**src/rtl/dmac_pkg.sv**
```systemverilog
package dmac_pkg;

  localparam logic [3:0] COND_ALWAYS = 4'hE;
  localparam logic [3:0] ACC_NONE    = 4'hF;

  typedef struct packed {
    logic [3:0] cond;
    logic [3:0] dst;
    logic [3:0] acc_reg;
    logic       exch;
    logic       subtract;
    logic       acc_en;
  } dmac_fields_t;

endpackage

```
**src/rtl/dmac_decode.sv**
```systemverilog
module dmac_decode
  import dmac_pkg::*;
(
  input  logic [31:0]  instr,
  output dmac_fields_t fields
);

  logic unused_bits;
  assign unused_bits = ^{instr[27:20], instr[11:7], instr[4:0]};

  always_comb begin
    fields.cond     = instr[31:28];
    fields.dst      = instr[19:16];
    fields.acc_reg  = instr[15:12];
    fields.exch     = instr[5];
    fields.subtract = instr[6];
    fields.acc_en   = (instr[15:12] != ACC_NONE);
  end

endmodule

```
**src/rtl/dmac_arith.sv**
```systemverilog
module dmac_arith #(
  parameter int HALF_W = 16,
  localparam int DATA_W = 2 * HALF_W
) (
  input  logic [DATA_W-1:0] rn_val,
  input  logic [DATA_W-1:0] rm_val,
  input  logic [DATA_W-1:0] acc_val,
  input  logic              exch,
  input  logic              subtract,
  input  logic              acc_en,
  output logic [DATA_W-1:0] result,
  output logic              q_flag,
  output logic              ovf_pair,
  output logic              ovf_acc
);

  function automatic logic [DATA_W-1:0] swap_halves(input logic [DATA_W-1:0] w);
    return {w[HALF_W-1:0], w[DATA_W-1:HALF_W]};
  endfunction

  function automatic logic [DATA_W-1:0] sext_half(input logic [HALF_W-1:0] h);
    return {{HALF_W{h[HALF_W-1]}}, h};
  endfunction

  function automatic logic [DATA_W-1:0] mul_half(input logic [HALF_W-1:0] x,
                                                 input logic [HALF_W-1:0] y);
    logic signed [DATA_W-1:0] xs, ys, p;
    xs = signed'(sext_half(x));
    ys = signed'(sext_half(y));
    p  = xs * ys;
    return p;
  endfunction

  function automatic logic add_overflows(input logic [DATA_W-1:0] a,
                                         input logic [DATA_W-1:0] b);
    logic [DATA_W-1:0] s;
    s = a + b;
    return (a[DATA_W-1] == b[DATA_W-1]) && (s[DATA_W-1] != a[DATA_W-1]);
  endfunction

  logic [DATA_W-1:0] rm_eff;
  logic [DATA_W-1:0] prod [2];
  logic [DATA_W-1:0] pair_sum, pair_diff, pair_res;

  assign rm_eff = exch ? swap_halves(rm_val) : rm_val;

  for (genvar g = 0; g < 2; g++) begin : g_lane
    assign prod[g] = mul_half(rn_val[g*HALF_W +: HALF_W], rm_eff[g*HALF_W +: HALF_W]);
  end

  assign pair_sum  = prod[0] + prod[1];
  assign pair_diff = prod[0] - prod[1];
  assign pair_res  = subtract ? pair_diff : pair_sum;

  assign ovf_pair = !subtract && add_overflows(prod[0], prod[1]);
  assign ovf_acc  = acc_en && add_overflows(pair_res, acc_val);

  assign result = acc_en ? (pair_res + acc_val) : pair_res;
  assign q_flag = ovf_pair || ovf_acc;

endmodule

```
**src/rtl/dual_mac_unit.sv**
```systemverilog
module dual_mac_unit
  import dmac_pkg::*;
#(
  parameter int HALF_W = 16,
  localparam int DATA_W = 2 * HALF_W
) (
  input  logic              clk,
  input  logic              rst_n,
  input  logic              instr_valid,
  input  logic [31:0]       instr,
  input  logic              cond_pass,
  input  logic [DATA_W-1:0] rn_val,
  input  logic [DATA_W-1:0] rm_val,
  input  logic [DATA_W-1:0] acc_val,
  output logic              rd_we,
  output logic [3:0]        rd_idx,
  output logic [DATA_W-1:0] rd_value,
  output logic              q_set
);

  dmac_fields_t      f;
  logic              exec;
  logic [DATA_W-1:0] res;
  logic              q_raw, ovf_pair, ovf_acc;

  dmac_decode u_dec (
    .instr  (instr),
    .fields (f)
  );

  dmac_arith #(.HALF_W(HALF_W)) u_arith (
    .rn_val   (rn_val),
    .rm_val   (rm_val),
    .acc_val  (acc_val),
    .exch     (f.exch),
    .subtract (f.subtract),
    .acc_en   (f.acc_en),
    .result   (res),
    .q_flag   (q_raw),
    .ovf_pair (ovf_pair),
    .ovf_acc  (ovf_acc)
  );

  assign exec = instr_valid && ((f.cond == COND_ALWAYS) || cond_pass);

  always_ff @(posedge clk or negedge rst_n) begin
    if (!rst_n) begin
      rd_we    <= 1'b0;
      q_set    <= 1'b0;
      rd_idx   <= '0;
      rd_value <= '0;
    end else begin
      rd_we <= exec;
      q_set <= exec && q_raw;
      if (exec) begin
        rd_idx   <= f.dst;
        rd_value <= res;
      end
    end
  end

  AST_FAIL_BLOCKS: assert property (@(posedge clk) disable iff (!rst_n)
    (instr_valid && f.cond != COND_ALWAYS && !cond_pass) |=> (!rd_we && !q_set));

  AST_Q_NEEDS_WE: assert property (@(posedge clk) disable iff (!rst_n)
    q_set |-> rd_we);

  AST_IDLE_NO_WE: assert property (@(posedge clk) disable iff (!rst_n)
    !instr_valid |=> (!rd_we && !q_set));

  AST_HOLD_VALUE: assert property (@(posedge clk) disable iff (!rst_n)
    !exec |=> $stable(rd_value));

  AST_SUB_DIFF_QUIET: assert property (@(posedge clk) disable iff (!rst_n)
    (exec && f.subtract && !f.acc_en) |=> !q_set);

  AST_PAIR_OVF_FLAGS: assert property (@(posedge clk) disable iff (!rst_n)
    (exec && ovf_pair) |=> q_set);

  AST_ACC_OVF_FLAGS: assert property (@(posedge clk) disable iff (!rst_n)
    (exec && ovf_acc) |=> q_set);

endmodule

```
**config.mk**
```make
export PLATFORM = sky130hd
export DESIGN_NAME = dual_mac_unit
export DESIGN_NICKNAME = d
export VERILOG_FILES = /design/src/rtl/dmac_pkg.sv /design/src/rtl/dmac_decode.sv /design/src/rtl/dmac_arith.sv /design/src/rtl/dual_mac_unit.sv
export SDC_FILE = /design/constraint.sdc
export NUM_CORES = 2
export LEC_CHECK = 0
export CELL_PAD_IN_SITES_DETAIL_PLACEMENT = 0
export CELL_PAD_IN_SITES_GLOBAL_PLACEMENT = 1
export CORE_MARGIN = 1
export CORE_UTILIZATION = 44
export CTS_BUF_LIST = sky130_fd_sc_hd__clkbuf_8
export CTS_CLUSTER_DIAMETER = 150
export DETAILED_ROUTE_END_ITERATION = 6
export GPL_TIMING_DRIVEN = 0
export PLACE_DENSITY = 0.84
export SYNTH_ARGS = -nofsm -noshare
export SYNTH_HDL_FRONTEND = slang
export SYNTH_SLANG_ARGS = --single-unit
```
**constraint.sdc**
```tcl
create_clock -name clk -period 0.95 [get_ports clk]
set_clock_uncertainty 0.2 [all_clocks]
set_input_delay 0.19 -clock clk [delete_from_list [all_inputs] [get_ports clk]]
set_output_delay 0.19 -clock clk [all_outputs]
set_load 0.005 [all_outputs]
```
==> run metrics <==
synthesized area=26500 µm²; post-layout minimum cycle time=9540 ps; DR top layer=met5; clock sinks=38; final wirelength=78800 µm; clk slew on worst S/H paths=80 ps; clk_lat worst skew=300 ps; syn_area_per_cell=8.55 µm²; row count=89; failing checks=design-rule violations, negative setup slack; FF+latch count, synth=38; DPL Wire Length=64300 µm; first-pass GRT wire length=126000 µm; slew margin rel.=51.2%; f_max=105 MHz; most frequent cells in the layout=inv_1, fa_1, nand2_1; Final Hold Vio Count=0; number of flops mapped to enable cells by yosys=0; Data arrival, critical path=9530 ps; post-synth cell types=78; Initial Utilization=44.7%; core area=59200 µm²; RSZ-0062 raised after global routing=yes; sequential share of the synthesized area=3.59%; Antenna diodes=0; setup violators final=76; initial antenna violation count=1; Iter 0 DRT Violations=1483; number of remaining DRC errors=9; setup ws final=-8590 ps; most frequent cell on the critical path=fa_1; commonest non-fill, non-tap cell in the layout=inv_1; Final Cycle Share=1000%; clock root buffer=clkbuf_8; Post-Syn Instances=3096; Slew @ Worst Pin=732 ps; CTS tree=built; First-pass DRT Iterations=7; Sequential Area=951 µm²; startpoint types=input port; Total GRT Usage=26.4%; clock buffer depth=2; Yosys warning count=0; # port buffers=150; Crit Path Class=input port to flop; Post-Syn Nets=4013; Die Width=247 µm; Final nets=4336; CP max FO=9; maxcap violations=0; metal3 WL=4350 µm; Placer Congestion=0.926; hold_ws=56.4 ps; layout cells sized above 1=21.9%; Placement Setup Slack=-10040 ps; die footprint=61200 µm²; required time worst endpoint=940 ps; Slew Limit Fails=0; Max stage delay on crit path=590 ps; antenna-violating nets left=0; routed vias/inst=5.31; H-tree levels=2; status=finished, violations left; io pins=170; ys async rst share=100%; grt total ovfl=0; largest net degree at the start of global routing=33; CP Capture Type=flop; WL met1=34400 µm; fillers=5342; area of the multi-input gates=25300 µm²; area growth from synthesis to final layout=26.9%; TNS Setup=-226340 ps; die span in y=247 µm; Worst Hold Class=input port to asynchronous set/reset pin; vias in the first global route=23000; Top FF cell, synth=dfrtp_1; Routed met2 length=37800 µm; slowest CP cell=fa_2; Num CTS Buffers=5; Via Count=22300; drt wl/cell=18.8 µm
-- synthesized netlist by cell type, types with 13 or more instances --
cell | count | area (µm²)
inv_1 | 671 | 2520
fa_1 | 527 | 10600
nand2_1 | 335 | 1260
ha_1 | 258 | 3230
a21oi_1 | 142 | 711
and2_1 | 130 | 813
nor2b_1 | 122 | 763
nor2_1 | 111 | 417
clkbuf_1 | 101 | 379
xnor2_1 | 85 | 744
a21o_1 | 59 | 443
o21ai_0 | 50 | 250
nand2b_1 | 43 | 269
xor2_1 | 40 | 350
dfrtp_1 | 38 | 951
nor3_1 | 29 | 145
o21ai_1 | 29 | 145
nand3_1 | 23 | 115
a31oi_1 | 22 | 138
mux2_2 | 22 | 248
o21bai_1 | 20 | 150
or2_2 | 18 | 113
a211oi_1 | 17 | 128
mux2i_1 | 15 | 150
o211ai_1 | 15 | 113
and3_1 | 14 | 87.6
o21a_1 | 13 | 97.6
-- worst max-delay path: cells and delay by family --
kind | cells | cell delay [ps]
muxes | 1 | 380
xor gates and xnor gates | 2 | 340
adders and majority gates | 9 | 3950
buffers and inverters | 7 | 850
AOI/OAI and AO/OA | 15 | 2410
and+or+nand+nor | 9 | 1410
-- routing by layer --
layer  vias to the layer above  global-route usage (%)
met5                         -                       0
met3                       113                    2.51
met2                       635                    44.5
li1                      10200                       -
met4                         2                    6.04
met1                     11300                    36.6
-- through the flow --
stage	instance area [µm²]	utilization, %	cells
2_1_floorplan	27600	-	3096
3_3_place_gp	30100	50.8	4019
3_5_place_dp	30100	50.9	4020
4_1_cts	32300	54.6	4133
5_1_grt	33600	56.7	4193
6_report	33600	56.7	4193
-- area by class of cell --
class                           instances  area share (%)
Multi-Input combinational cell       2271            75.4
Sequential cell                        38            2.83
Clock buffer                            6           0.246
Tap cell                              773            2.88
Timing Repair Buffer                  322            8.03
Clock inverter                          2           0.179
Buffer                                106            2.82
Inverter                              675            7.59
-- logic make-up (layout without fill, tap and decap cells) --
group / Yosys count / count (layout) / share of synthesized area (%)
simple gates: 864 / 864 / 16.1
mux: 37 / 37 / 1.50
compound gates: 460 / 460 / 11.5
flops: 38 / 38 / 3.59
buf+inv: 787 / 1111 / 11.2
fa+ha+maj: 785 / 785 / 52.0
xor+xnor: 125 / 125 / 4.13
-- what timing repair did --
action,4_1_cts,5_1_grt
resized for setup,442,271
hold buffers,1,0
buffers inserted,103,64
endpoints found under the hold margin,38,0
pin swaps,97,152
cloned,4,1
setup endpoints to repair,76,79
-- path summary, 6_finish.rpt --
check	start	endpoint	slack, ps	cells past startpoint
hold / removal	rst_n	rd_value[3]	60	2
min in group clk	instr[19]	rd_idx[3]	220	3
hold reg to reg	rd_idx[3]	rd_idx[3]	280	2
setup reg to reg	rd_value[16]	rd_value[16]	-60	2
max in group asynchronous	rst_n	rd_value[31]	90	3
setup / recovery	instr[5]	q_set	-8590	43
-- flip-flops by register name, indices dropped and copies added (netlist names) --
signal    count
q_set         1
rd_idx        4
rd_value     32
rd_we         1
Power is left out: the tool's default activity adds up to more than one toggle a clock period on the data nets, which glitch-free logic cannot reach.
